**src/rtl/adc_seq_pkg.sv**
```systemverilog
package adc_seq_pkg;

    localparam int SAMPLE_W  = 12;
    localparam int MAX_SHIFT = 5;
    localparam int ACC_W     = SAMPLE_W + MAX_SHIFT;
    localparam int PHASE_W   = 5;
    localparam int REM_W     = 6;

    typedef enum logic [2:0] {
        ST_IDLE,
        ST_STARTUP,
        ST_SAMPLE,
        ST_CONVERT,
        ST_FINISH
    } seq_state_t;

    typedef struct packed {
        logic [2:0] div_sel;
        logic [1:0] res_sel;
        logic [1:0] lst_sel;
        logic [1:0] avg_sel;
    } seq_cfg_t;

    function automatic logic [PHASE_W-1:0] base_cycles(input logic [1:0] sel);
        case (sel)
            2'd0:    base_cycles = PHASE_W'(17);
            2'd1:    base_cycles = PHASE_W'(21);
            default: base_cycles = PHASE_W'(25);
        endcase
    endfunction

    function automatic logic [PHASE_W-1:0] lst_cycles(input logic [1:0] sel);
        case (sel)
            2'd0:    lst_cycles = PHASE_W'(3);
            2'd1:    lst_cycles = PHASE_W'(13);
            default: lst_cycles = PHASE_W'(25);
        endcase
    endfunction

    function automatic logic [REM_W-1:0] avg_count(input logic [1:0] sel);
        case (sel)
            2'd0:    avg_count = REM_W'(1);
            2'd1:    avg_count = REM_W'(4);
            default: avg_count = REM_W'(32);
        endcase
    endfunction

    function automatic logic [2:0] avg_shift(input logic [1:0] sel);
        case (sel)
            2'd0:    avg_shift = 3'd0;
            2'd1:    avg_shift = 3'd2;
            default: avg_shift = 3'd5;
        endcase
    endfunction

    function automatic logic [SAMPLE_W-1:0] res_mask(input logic [1:0] sel);
        case (sel)
            2'd0:    res_mask = SAMPLE_W'(12'h0FF);
            2'd1:    res_mask = SAMPLE_W'(12'h3FF);
            default: res_mask = SAMPLE_W'(12'hFFF);
        endcase
    endfunction

    function automatic logic [2:0] div_log(input logic [2:0] sel);
        div_log = (sel > 3'd4) ? 3'd4 : sel;
    endfunction

endpackage

```
**src/rtl/adc_clk_en.sv**
```systemverilog
module adc_clk_en #(
    parameter int MAX_LOG = 4
) (
    input  logic       clk,
    input  logic       rst_n,
    input  logic       clear_i,
    input  logic [2:0] div_log_i,
    output logic       tick_o
);
    localparam int CNT_W = (MAX_LOG > 0) ? MAX_LOG : 1;

    logic [CNT_W-1:0] cnt_q;
    logic [CNT_W:0]   span;

    always_comb begin
        span   = (CNT_W+1)'(1) << div_log_i;
        tick_o = (cnt_q == CNT_W'(span - (CNT_W+1)'(1)));
    end

    always_ff @(posedge clk or negedge rst_n) begin
        if (!rst_n)                 cnt_q <= '0;
        else if (clear_i || tick_o) cnt_q <= '0;
        else                        cnt_q <= cnt_q + CNT_W'(1);
    end

    // above divide-by-1 an enable is never two cycles in a row
    assert_tick_spacing_R1: assert property (@(posedge clk) disable iff (!rst_n)
        (tick_o && !clear_i && div_log_i != 3'd0 && $stable(div_log_i)) |=> !tick_o);

endmodule

```
**src/rtl/adc_accum.sv**
```systemverilog
module adc_accum
    import adc_seq_pkg::*;
(
    input  logic                clk,
    input  logic                rst_n,
    input  logic                clear_i,
    input  logic                add_i,
    input  logic [SAMPLE_W-1:0] code_i,
    output logic [ACC_W-1:0]    acc_o
);
    always_ff @(posedge clk or negedge rst_n) begin
        if (!rst_n)       acc_o <= '0;
        else if (clear_i) acc_o <= '0;
        else if (add_i)   acc_o <= acc_o + ACC_W'(code_i);
    end

    // summing never wraps the accumulator
    assert_no_overflow_R5: assert property (@(posedge clk) disable iff (!rst_n)
        (add_i && !clear_i) |=> (acc_o >= $past(acc_o)));

endmodule

```
**src/rtl/adc_seq_avg.sv**
```systemverilog
module adc_seq_avg
    import adc_seq_pkg::*;
#(
    parameter int STARTUP_CYC = 8,
    parameter int MAX_DIV_LOG = 4
) (
    input  logic                clk,
    input  logic                rst_n,
    input  logic                start_i,
    input  logic [2:0]          div_sel_i,
    input  logic [1:0]          res_sel_i,
    input  logic [1:0]          lst_sel_i,
    input  logic [1:0]          avg_sel_i,
    input  logic [SAMPLE_W-1:0] sample_i,
    output logic                busy_o,
    output logic                done_o,
    output logic [SAMPLE_W-1:0] result_o
);
    seq_state_t          state_q, state_d;
    seq_cfg_t            cfg_q, cfg_d;
    logic [PHASE_W-1:0]  phase_q, phase_d;
    logic [REM_W-1:0]    rem_q, rem_d;
    logic                tick, last_tick, accept, add_en;
    logic [ACC_W-1:0]    acc;

    assign accept    = (state_q == ST_IDLE) && start_i;
    assign last_tick = tick && (phase_q == PHASE_W'(1));

    adc_clk_en #(.MAX_LOG(MAX_DIV_LOG)) i_clk_en (
        .clk       (clk),
        .rst_n     (rst_n),
        .clear_i   (accept),
        .div_log_i (div_log(cfg_q.div_sel)),
        .tick_o    (tick)
    );

    adc_accum i_accum (
        .clk     (clk),
        .rst_n   (rst_n),
        .clear_i (accept),
        .add_i   (add_en),
        .code_i  (sample_i & res_mask(cfg_q.res_sel)),
        .acc_o   (acc)
    );

    // next-state logic
    always_comb begin
        state_d = state_q;
        cfg_d   = cfg_q;
        phase_d = phase_q;
        rem_d   = rem_q;
        add_en  = 1'b0;
        unique case (state_q)
            ST_IDLE: begin
                if (start_i) begin
                    state_d = ST_STARTUP;
                    cfg_d   = '{div_sel: div_sel_i, res_sel: res_sel_i,
                                lst_sel: lst_sel_i, avg_sel: avg_sel_i};
                    phase_d = PHASE_W'(STARTUP_CYC);
                    rem_d   = avg_count(avg_sel_i);
                end
            end
            ST_STARTUP: begin
                if (last_tick) begin
                    state_d = ST_SAMPLE;
                    phase_d = lst_cycles(cfg_q.lst_sel);
                end else if (tick) begin
                    phase_d = phase_q - PHASE_W'(1);
                end
            end
            ST_SAMPLE: begin
                if (last_tick) begin
                    state_d = ST_CONVERT;
                    phase_d = base_cycles(cfg_q.res_sel);
                end else if (tick) begin
                    phase_d = phase_q - PHASE_W'(1);
                end
            end
            ST_CONVERT: begin
                if (last_tick) begin
                    add_en = 1'b1;
                    if (rem_q == REM_W'(1)) begin
                        state_d = ST_FINISH;
                    end else begin
                        state_d = ST_SAMPLE;
                        phase_d = lst_cycles(cfg_q.lst_sel);
                        rem_d   = rem_q - REM_W'(1);
                    end
                end else if (tick) begin
                    phase_d = phase_q - PHASE_W'(1);
                end
            end
            ST_FINISH: state_d = ST_IDLE;
            default:   state_d = ST_IDLE;
        endcase
    end

    // state register
    always_ff @(posedge clk or negedge rst_n) begin
        if (!rst_n) begin
            state_q <= ST_IDLE;
            cfg_q   <= '0;
            phase_q <= '0;
            rem_q   <= '0;
        end else begin
            state_q <= state_d;
            cfg_q   <= cfg_d;
            phase_q <= phase_d;
            rem_q   <= rem_d;
        end
    end

    // outputs
    always_ff @(posedge clk or negedge rst_n) begin
        if (!rst_n) begin
            done_o   <= 1'b0;
            result_o <= '0;
        end else begin
            done_o <= (state_q == ST_FINISH);
            if (state_q == ST_FINISH)
                result_o <= SAMPLE_W'(acc >> avg_shift(cfg_q.avg_sel));
        end
    end

    assign busy_o = (state_q != ST_IDLE);

    assert_done_pulse_R9: assert property (@(posedge clk) disable iff (!rst_n)
        done_o |=> !done_o);
    assert_done_not_busy_R9: assert property (@(posedge clk) disable iff (!rst_n)
        done_o |-> !busy_o);
    assert_busy_ends_done_R9: assert property (@(posedge clk) disable iff (!rst_n)
        $fell(busy_o) |-> done_o);
    assert_cfg_held_R7: assert property (@(posedge clk) disable iff (!rst_n)
        (busy_o && $past(busy_o)) |-> $stable(cfg_q));
    assert_phase_live_R2: assert property (@(posedge clk) disable iff (!rst_n)
        (busy_o && state_q != ST_FINISH) |-> (phase_q != '0));
    assert_rem_live_R5: assert property (@(posedge clk) disable iff (!rst_n)
        (state_q == ST_SAMPLE || state_q == ST_CONVERT) |-> (rem_q != '0));

endmodule

```
**config.mk**
```make
export PLATFORM = sky130hd
export DESIGN_NAME = adc_seq_avg
export DESIGN_NICKNAME = d
export VERILOG_FILES = /design/src/rtl/adc_seq_pkg.sv /design/src/rtl/adc_clk_en.sv /design/src/rtl/adc_accum.sv /design/src/rtl/adc_seq_avg.sv
export SDC_FILE = /design/constraint.sdc
export NUM_CORES = 1
export LEC_CHECK = 0
export ABC_AREA = 1
export BUFFER_PORTS_ARGS = -buffer_cell sky130_fd_sc_hd__buf_2
export CAP_MARGIN = 20
export CORE_UTILIZATION = 54
export CTS_BUF_LIST = sky130_fd_sc_hd__clkbuf_2
export DETAILED_ROUTE_END_ITERATION = 6
export PLACE_DENSITY = 0.82
export SYNTH_ARGS = -nofsm -noshare
export SYNTH_HDL_FRONTEND = slang
export SYNTH_SLANG_ARGS = --single-unit
```
**constraint.sdc**
```tcl
create_clock -name clk -period 2.8 [get_ports clk]
set_clock_uncertainty 0.15 [all_clocks]
set_input_delay 0.28 -clock clk [delete_from_list [all_inputs] [get_ports clk]]
set_output_delay 0.28 -clock clk [all_outputs]
set_load 0.05 [all_outputs]
```
# Word-level counts from Yosys, hierarchy flattened
# Cells that the tools add are included.
# W data, S select, Z words.
# classes
add_sub_neg,5
order_cmp,1
n_eq_ne,17
shifts,2
mux,29
bitwise,1
reduce_logical,16
# ops
cell,n
$mux W17,2
$mux W5,6
$pmux W12 S2,1
$pmux W6 S2,2
$mux W3,7
$pmux W5 S4,1
$mux W6,3
$add A17 B12 Y17,1
$shr A17 B3 Y12,1
$and A12 B12 Y12,1
$pmux W3 S4,1
$ne A2 B2 Y1 const B,5
$pmux W5 S2,1
$eq A2 B1 Y1 const B,4
$logic_not A2 Y1,4
$pmux W4 S2,1
$reduce_and A4 Y1,2
$eq A3 B2 Y1 const B,2
$eq A6 B1 Y1 const B,1
$pmux W3 S2,1
$sub A6 B1 Y6 const B,1
$eq A5 B1 Y1 const B,1
$sub A5 B1 Y5 const B,1
$add A4 B1 Y4 const B,1
other kinds (17),20
# word_totals
reg_bits,57
out_inout_bits,14
word_cells,82

# Longest topological paths before layout
# Gate-level depths: netlist (run 1).
# depth
word_depth,10
mapped_depth,12

# Cells and area by module
# A second synthesis (run 1) with hierarchy kept.
# unflattened
cells_unflattened,559
hier_area_um2,3920.0
# by_module_without_submodules
mod,instances,cells_each,area_each_um2,seq_area_each_um2
adc_seq_avg,1,291,2145.8,900.9
adc_accum,1,218,1453.9,425.4
adc_clk_en,1,50,320.3,100.1

# Least setup slack after synthesis (run 1)
# No wires, ideal clock.
# synth_path
path_type,reg2reg
from,reg i_accum.acc_o[0]
to,reg i_accum.acc_o[14]
setup_time_ns,0.076
arrival_ns,1.697
t_required_ns,2.574
path_slack_ns,0.877
path_stages_with_launch,11
n_path_buf,0
synth_period_minus_slack_ns,1.923
path_cell_list,dfrtp_1 -> ha_1 -> fa_1 -> nand3_1 -> nand2_1 -> a21oi_1 -> or2_2 -> nand2_1 -> nand2_1 -> nand3_1 -> o21ai_1
# synth_via
elab_chain_cells,3
# synth_rtl
element,line_no,text
start: declaration,adc_accum.sv:9,output logic [ACC_W-1:0] acc_o
start signal: assignment,adc_accum.sv:14,else if (add_i) acc_o <= acc_o + ACC_W'(code_i);
$add A17 B12 Y17,adc_accum.sv:14,
$mux W17,adc_accum.sv:14,
$mux W17,adc_accum.sv:13,else if (clear_i) acc_o <= '0;
# Every way passes these cells. The select of a mux whose other input is x is not followed.
# A chain may end at the register's enable or synchronous reset.

# Worst setup path after layout (run 1)
# layout_path
from,reg state_q[2]
to,reg i_accum.acc_o[12]
# layout_via
elab_chain_cells,3
word_cells_on_any_way,6
# layout_rtl
element,line_no,text
start: declaration,adc_seq_avg.sv:19,"seq_state_t state_q, state_d;"
start signal: assignment,adc_seq_avg.sv:106,state_q <= state_d;
$eq A3 B2 Y1 / $logic_not A3 Y1 (equally long branches),"adc_seq_avg.sv:53, adc_seq_avg.sv:26",
$mux W1 / $logic_and A1 B1 Y1 (equally long branches),"adc_seq_avg.sv:53, adc_seq_avg.sv:26",
$reduce_bool A2 Y1 (no source line) / $mux W17 (equally long branches),--,
# Parallel ways exist; a longest one is shown, timed or not.

==> qor.txt, run 1 <==
Peak supply drop - 0.1638 mV
Worst Setup End Kind - flop
Fin nets - 590
Worst r2r path cells - 8
Yosys top cell area share - 38.47%
Wire length per cell - 13.71 um
GP Congestion - 0.9257
Netlist Area Pre-Place - 0.003707 mm2
Status - finished, violations left
Post-CTS setup buffers - 0
Yosys synthesis warning count - 0
Power Dens Cells - 349.3 mW/mm2
Critical Path, Cell by Cell - nor2_1 -> inv_1 -> nor2_1 -> nand2_1 -> nand2_4 -> nand3_1 -> nand2_1 -> nor2_1
FP Rows - 29
Num ports - 38
Post-synthesis sequential area ratio - 38.47%
Final ANT Viol Nets - 0
Die H - 84.86 um
Finished Layout Cells - 629
Synth top area cells - dfrtp_1 38%, nand2_1 11%, a21oi_1 7.2%
Drt first pass iters - 7
Seq. cell area - 0.001426 mm2
Post-route minimum period - 2.301 ns
Top_reg_cell synth - dfrtp_1
Static Leak - 2.228 nW
Actual slew at the worst max-slew pin - 0.8221 ns
Area occupied by multi-input gates - 0.001999 mm2
DRT Wirelength - 8.621 mm
Clk slew on worst S/H paths - 0.17 ns
Number of synthesized flops with an enable pin - 0
Relative slew slack - 45.06%
WS Path Type - flop to flop
Syn Area/Cell - 7.474 um2
Die Wd - 84.86 um
Crit Path Max Fanout - 22
Critical path's top delay family - simple AND/OR/NAND/NOR gates
Port Buffers - 37
Clock Latency Late Sink - 0.49 ns
Placement Setup Slack - 0.5453 ns
Number of global-route vias before repair - 3262
Layout cell share with drive strength beyond 1 - 15.22%
Endpoint, Worst Hold - i_accum.acc_o[1]$_DFFE_PN0P_
Top cell type by total area after synthesis - dfrtp_1
Area grow syn2layout - 12.25%
Max-slew violation count - 0
Final core occ - 64.07%
Clk buf depth - 2
Syn_nets - 538
Final worst slack - 0.4992 ns
Num CTS Buffers - 9
Critical Path Stages - 8
Synthesized netlist cell count - 496
Final setup viols - 0
DRC Markers - 3
Worst Setup Start Kind - flop
RSZ-0062 raised after global routing - no
Worst Hold Class - input pin to flop
Ys async rst share - 100.0%
Crit-path most repeated cell - nor2_1
Crit path required time - 3.03 ns
# diodes - 0
Critical R2R Launch - state_q[2]$_DFFE_PN0P_
Tcrit/Tclk final - 82.17%
Starting Density - 57.08%
Max_cap viols - 0
Setup slack, reg-to-reg - 0.50 ns
CP Buf/Inv Count - 1
Vias/cell - 5.631
Failing checks - design-rule violations
GRT overflow - 0
Hold_buf cts - 11
Global-route wire length before repair - 14.97 mm
Clk sink count - 57
Initial antenna violation count - 0
Distinct cells, synth - 36
List of most frequent post-synthesis cells - 108 x nand2_1, 57 x dfrtp_1, 55 x inv_1, 55 x nor2_1, 53 x a21oi_1
Flops & latches, synth - 57
Routed via count - 3542
CTS tree - yes
H-tree lvl count - 3
Max incr delay on CP - 0.50 ns
GRT Total Usage - 26.33%
Worst path slowest cell - nand2_1
DP HPWL - 6.421 mm
DIE AREA - 0.007200 mm2
Core box area - 0.006495 mm2
Worst Hold Depth - 4
Largest net degree at the start of global routing - 58
Arr. time, crit path - 2.53 ns
Final hold vios - 0
Post-route setup TNS - 0 ns
Count leader, synth - nand2_1
CTS resizes - 0
Worst flop-to-flop path endpoint - i_accum.acc_o[12]$_DFFE_PN0P_
Fill cell count - 567
Max Clk Rate - 0.4346 GHz
Hold_sp - sample_i[1]
Root Buffer - clkbuf_2
Placed cell count - 603
Initial DRC count - 287
-- worst min-delay path, stage by stage --
cell     delay (ns)
buf_2          0.11
fa_1           0.17
nand2_1        0.05
nand2_1        0.05
-- per-layer routing --
layer  GRT usage, %  part of all wire, %  wire [um]
met1          37.04                   47       4055
met2          40.06                   45       3862
met3          6.809                  6.8        583
met4          8.166                  1.4        120
met5              0                    0          0
-- area by class of cell --
cell class,instances,share of cell area [%]
multi-input combinational,369,48.05
inverter,61,5.562
sequential,57,34.28
timing repair buffer,50,7.456
tap,77,2.315
clock inverter,5,1.143
clock buffer,10,1.203
-- logic make-up (layout without fill, tap and decap cells) --
group	Yosys count	after routing	synth area share (%)
simple gates	219	219	26.46
compound gates	118	118	17.69
buf+inv	70	126	7.594
flops	57	57	38.47
fa+ha+maj	18	18	6.277
xor+xnor	11	11	2.599
mux	3	3	0.9112
-- registers in the layout (all words and copies together), names as in the netlist --
signal and cells:
rem_q 6, done_o 1, i_clk_en.cnt_q 4, state_q 3
result_o 12, cfg_q 9, i_accum.acc_o 17, phase_q 5
-- metrics by stage --
step / instance area (um2) / hold WS [ns] / total power, mW
2_1_floorplan: 3707 / -0.1656 / 0.9101
3_3_place_gp: 3954 / 0.3114 / 0.9603
3_5_place_dp: 3954 / 0.3146 / 0.9620
4_1_cts: 4161 / 0.02004 / 1.469
5_1_grt: 4161 / 0.02467 / 1.528
6_report: 4161 / 0.04560 / 1.454
-- worst max path at each step --
stage | startpoint | to
after detailed placement | state_q[2]$_DFFE_PN0P_ | i_accum.acc_o[12]$_DFFE_PN0P_
after floorplan | i_accum.acc_o[0]$_DFFE_PN0P_ | i_accum.acc_o[14]$_DFFE_PN0P_
after global routing | state_q[2]$_DFFE_PN0P_ | i_accum.acc_o[12]$_DFFE_PN0P_
final | state_q[2]$_DFFE_PN0P_ | i_accum.acc_o[12]$_DFFE_PN0P_
after CTS | state_q[2]$_DFFE_PN0P_ | i_accum.acc_o[12]$_DFFE_PN0P_
after global placement | i_accum.acc_o[0]$_DFFE_PN0P_ | i_accum.acc_o[14]$_DFFE_PN0P_
-- layout by cell type, fill, tap and decap left out, drive strengths merged --
master	count
o22ai	11
nor2	60
inv	61
a22oi	1
buf	39
ha	17
clkbuf	10
xnor2	8
dfrtp	57
bufinv	1
nand3	33
dlygate4sd3	11
o21a	2
o21ai	46
or2	2
fa	1
clkinv	4
a21oi	57
nor3	3
nand2	115
xor2	3
nand3b	3
mux2	3
nand4	3
a21o	1
-- power breakdown --
group	internal [mW]	total, mW	switching (mW)
Clock	0.197	0.494	0.297
Combinational	0.0530	0.129	0.0756
Sequential	0.828	0.831	0.00323
Total	1.08	1.45	0.376
Note: power is estimated with default switching activity, not from simulation.
==> run 2: changes to the inputs <==
PLACE_DENSITY = 0.85   (was 0.82)
clock period = 2 ns   (was 2.8 ns; I/O delays follow)
==> run 2 against run 1 <==
  * The flow finishes with violations (design-rule violations, negative setup slack)
  * Critical path type unchanged
  * Via count up 6.3%
  * Worst setup slack worse by 0.56 ns
  * Sequential cell count unchanged
  * Clock power up 49%
  * Highest routed layer unchanged
  * First-iteration DRC count up 5.2%
==> qor.txt, run 2 (synthesized netlist as in run 1, its figures left out) <==
GRT overflow - 0
Root Buffer - clkbuf_2
Largest Register - i_accum.acc_o
# diodes - 0
Starting Density - 57.08%
Leading cell type in the layout, fill and taps excluded - nand2_1
RSZ-0062 raised after global routing - yes
Num ports - 38
Core box area - 0.006495 mm2
Commonest cells after routing, fill and taps aside - 102 x nand2_1, 57 x dfrtp_1, 53 x inv_1
Post-route setup TNS - -0.06038 ns
Final hold vios - 0
Vias/cell - 5.739
Placed cell count - 623
Min Hold Slack - 0.01375 ns
Tot Pwr - 2.139 mW
Failing checks - design-rule violations, negative setup slack
Clock Latency Late Sink - 0.52 ns
Fin nets - 616
Global-route wire length before repair - 15.80 mm
Die H - 84.86 um
Static Leak - 2.377 nW
DP HPWL - 7.168 mm
Number of global-route vias before repair - 3421
Arr. time, crit path - 2.36 ns
Clk sink count - 57
Post-route cell area - 0.004642 mm2
Largest registers - i_accum.acc_o: 17 flops, result_o: 12 flops, cfg_q: 9 flops
DP Area - 0.004129 mm2
Max Clk Rate - 0.4853 GHz
GP Congestion - 0.8987
Clk slew on worst S/H paths - 0.18 ns
Worst Hold Class - input pin to flop
Area grow syn2layout - 25.21%
Final ANT Viol Nets - 0
FP Rows - 29
H-tree lvl count - 3
Port Buffers - 37
Drt first pass iters - 7
GRT Total Usage - 28.29%
Tcrit/Tclk final - 103.0%
CTS tree - yes
DRC Markers - 3
Fill cell count - 469
Status - finished, violations left
Clk buf depth - 2
Initial DRC count - 302
Actual slew at the worst max-slew pin - 0.6066 ns
Crit Path Max Fanout - 4
Num CTS Buffers - 9
Relative slew slack - 59.56%
Final setup viols - 1
Post-route minimum period - 2.060 ns
Power Dens Cells - 460.7 mW/mm2
Initial antenna violation count - 0
Largest net degree at the start of global routing - 27
Max-slew violation count - 0
Wire length per cell - 15.45 um
Die Wd - 84.86 um
Worst Setup End Kind - flop
Worst Setup Start Kind - flop
Peak supply drop - 0.2631 mV
DRT Wirelength - 10.14 mm
Finished Layout Cells - 656
Routed via count - 3765
Max reg flops - 17
Layout cell share with drive strength beyond 1 - 25.39%
WS Path Type - flop to flop
Crit path required time - 2.30 ns
Final worst slack - -0.06038 ns
Max_cap viols - 0
DIE AREA - 0.007200 mm2
[run 2: worst max-delay path: stages, from the launching register on]
cell and delay, ns:
dfrtp_1 0.43, ha_2 0.20, fa_2 0.35, nand3_2 0.09, nand2_4 0.07, nand2_2 0.07, nand3_2 0.10, nand2_1 0.09
nand2_1 0.08, a21oi_1 0.18, o21ai_1 0.09, o21ai_1 0.07
[run 2: timing repair]
item,4_1_cts,5_1_grt
hold endpoints to repair,66,1
hold buffers,12,1
endpoints found under the setup margin,8,22
pin swaps,0,18
gates resized for setup,11,43
cloned,0,0
setup buffers,0,4
[run 2: final timing paths]
path                                               from                            end  slack (ns)  cells past startpoint
hold reg to reg                 result_o[1]$_DFFE_PN0P_        result_o[1]$_DFFE_PN0P_        0.35                      2
setup / recovery           i_accum.acc_o[0]$_DFFE_PN0P_  i_accum.acc_o[10]$_DFFE_PN0P_       -0.06                     11
min in group asynchronous                         rst_n        result_o[0]$_DFFE_PN0P_        0.04                      2
hold / removal                              sample_i[3]   i_accum.acc_o[3]$_DFFE_PN0P_        0.01                      4
setup reg to reg           i_accum.acc_o[0]$_DFFE_PN0P_  i_accum.acc_o[10]$_DFFE_PN0P_       -0.06                     11
max in group asynchronous                         rst_n  i_accum.acc_o[16]$_DFFE_PN0P_        1.06                      3
[run 2: layout make-up]
cell class                      instances  area [um2]  share of cell area, %
Sequential cell                        57        1426                  30.73
Clock buffer                            9       45.04                 0.9704
Multi-Input combinational cell        369        2240                  48.25
Timing Repair Buffer                   76       541.8                  11.67
Inverter                               61       231.5                  4.987
Clock inverter                          7       61.31                  1.321
Tap cell                               77       96.34                  2.075
[run 2: power breakdown]
group | internal (mW) | leakage, nW | switching, mW | total (mW)
clock network | 0.275 | 0.0689 | 0.460 | 0.735
registers | 1.16 | 0.706 | 0.00710 | 1.17
logic | 0.106 | 1.60 | 0.130 | 0.237
[run 2: routing by layer]
metal / vias up / track usage (%) / part of all wire [%]
li1: 1789 / - / -
met1: 1760 / 38.27 / 42
met2: 177 / 45.45 / 48
met3: 39 / 5.642 / 6.6
met4: 0 / 10.32 / 3.2
met5: - / 0 / 0
[run 2: per-stage QoR]
stage / utilization [%] / setup slack, ns
2_1_floorplan: - / 0.07681
3_3_place_gp: 63.57 / 0.01442
3_5_place_dp: 63.57 / -0.07682
4_1_cts: 68.00 / 0.001774
5_1_grt: 71.47 / -0.1298
6_report: 71.47 / -0.06038
==> run 3: changes to the inputs <==
GPL_TIMING_DRIVEN = 0   (was not set)
==> run 3 against run 2 <==
  * The flow still finishes with violations (design-rule violations, negative setup slack)
  * Combinational power decreased by 5%
  * Final cell count decreased by 0.91%
  * Worst setup slack got worse by 0.039 ns
  * Clock power increased by 18%
  * Cell area decreased by 1.3%
  * Clock-buffer cell count increased by 3
  * Via count decreased by 0.61%
  * Critical endpoint is now i_accum.acc_o[8]$_DFFE_PN0P_
==> qor.txt, run 3 (synthesized netlist as in run 1, its figures left out) <==
Max Clk Rate - 0.4764 GHz
Layout cell share with drive strength beyond 1 - 24.78%
Number of global-route vias before repair - 3410
Placement Setup Slack - -0.1483 ns
Worst Hold Class - input pin to asynchronous set/reset pin
Worst flop-to-flop path endpoint - i_accum.acc_o[8]$_DFFE_PN0P_
GP Congestion - 0.9797
Drt first pass iters - 7
Crit Path Max Fanout - 4
Max-slew violation count - 0
Min Hold Slack - 0.005437 ns
Area occupied by multi-input gates - 0.002238 mm2
Seq. cell area - 0.001428 mm2
Arr. time, crit path - 2.38 ns
Largest Register - i_accum.acc_o
Starting Density - 57.08%
Peak supply drop - 0.2389 mV
Core box area - 0.006495 mm2
Worst r2r path cells - 10
Final core occ - 70.55%
Routed via count - 3742
Failing checks - design-rule violations, negative setup slack
DP HPWL - 6.689 mm
Crit path required time - 2.28 ns
Vias/cell - 5.757
DRT Wirelength - 9.876 mm
Clk buf depth - 2
Max_cap viols - 0
WS Path Type - flop to flop
Largest net degree at the start of global routing - 40
Wire length per cell - 15.19 um
Status - finished, violations left
Final worst slack - -0.09893 ns
# diodes - 0
Actual slew at the worst max-slew pin - 0.4640 ns
Tcrit/Tclk final - 104.9%
Final ANT Viol Nets - 0
DP Area - 0.004009 mm2
RSZ-0062 raised after global routing - yes
Die Wd - 84.86 um
Placed cell count - 611
Worst Setup Start Kind - flop
Initial DRC count - 306
GRT Total Usage - 27.59%
Area grow syn2layout - 23.59%
Static Leak - 2.348 nW
GRT overflow - 0
Final hold vios - 0
Largest registers - i_accum.acc_o: 17 flops, result_o: 12 flops, cfg_q: 9 flops
Global-route wire length before repair - 15.64 mm
Worst Setup End Kind - flop
Fin nets - 610
Clk sink count - 57
Max reg flops - 17
Final setup viols - 4
Num ports - 38
Post-route setup TNS - -0.1630 ns
Relative slew slack - 68.95%
Power Dens Cells - 492.7 mW/mm2
Clock Latency Late Sink - 0.50 ns
Initial antenna violation count - 0
CTS tree - yes
Leading cell type in the layout, fill and taps excluded - nand2_1
Clk slew on worst S/H paths - 0.17 ns
Post-route cell area - 0.004582 mm2
Critical R2R Launch - i_accum.acc_o[0]$_DFFE_PN0P_
Setup slack, reg-to-reg - -0.1 ns
Num CTS Buffers - 9
Port Buffers - 37
Fill cell count - 483
Root Buffer - clkbuf_2
DRC Markers - 3
FP Rows - 29
Finished Layout Cells - 650
DIE AREA - 0.007200 mm2
Commonest cells after routing, fill and taps aside - 97 x nand2_1, 56 x dfrtp_1, 54 x inv_1
H-tree lvl count - 3
Post-route minimum period - 2.099 ns
Die H - 84.86 um
Tot Pwr - 2.258 mW
[run 3: cell types whose count changed in the layout (fill, tap and decap cells not counted), sizes merged]
| cell | delta |
|---|---|
| buf | -10 |
| bufinv | +1 |
| clkbuf | +8 |
| clkinv | -3 |
| clkinvlp | -1 |
| dlygate4sd3 | -1 |
[run 3: worst max path at each step]
stage | from | to
after floorplan | i_accum.acc_o[0]$_DFFE_PN0P_ | i_accum.acc_o[14]$_DFFE_PN0P_
after CTS | cfg_q[5]$_DFFE_PN0P_ | i_accum.acc_o[11]$_DFFE_PN0P_
after global placement | i_accum.acc_o[0]$_DFFE_PN0P_ | i_accum.acc_o[14]$_DFFE_PN0P_
after global routing | cfg_q[5]$_DFFE_PN0P_ | i_accum.acc_o[14]$_DFFE_PN0P_
after detailed placement | i_accum.acc_o[0]$_DFFE_PN0P_ | i_accum.acc_o[10]$_DFFE_PN0P_
final | i_accum.acc_o[0]$_DFFE_PN0P_ | i_accum.acc_o[8]$_DFFE_PN0P_
[run 3: worst max-delay path, stage by stage, from the launching register on]
cell and delay (ns):
dfrtp_1 0.44, ha_4 0.18, fa_2 0.41, nand3_2 0.10
nand2_4 0.08, nand2_2 0.06, nand3_2 0.11, buf_4 0.17
a21oi_1 0.16, o21ai_0 0.10, o21ai_0 0.08
[run 3: layer usage]
metal | up-vias | wire, um | track usage, %
li1 | 1779 | - | -
met1 | 1746 | 4195 | 37.90
met2 | 187 | 4702 | 43.61
met3 | 30 | 741 | 4.475
met4 | 0 | 236 | 11.71
met5 | - | 0 | 0
[run 3: area by class of cell]
type | instances | area share, %
multi-input cells | 369 | 48.85
flip-flops and latches | 57 | 31.16
repair buffers | 61 | 8.957
inverters | 61 | 5.052
well taps | 77 | 2.103
clock inverters | 4 | 1.475
clock buffers | 12 | 1.311
plain buffers | 9 | 1.092
[run 3: timing repair]
item                                    CTS  global route
resized for setup                        14            45
endpoints found under the setup margin   11            21
hold buffers                             12             0
endpoints found under the hold margin    69             0
pin swaps                                 4            16
buffers inserted                          6             5
[run 3: power breakdown]
group	total [mW]	switching, mW	leakage, nW	internal [mW]
registers	1.17	0.00584	0.704	1.16
clock network	0.869	0.446	0.0812	0.423
logic	0.224	0.126	1.56	0.0972
total	2.26	0.578	2.35	1.68
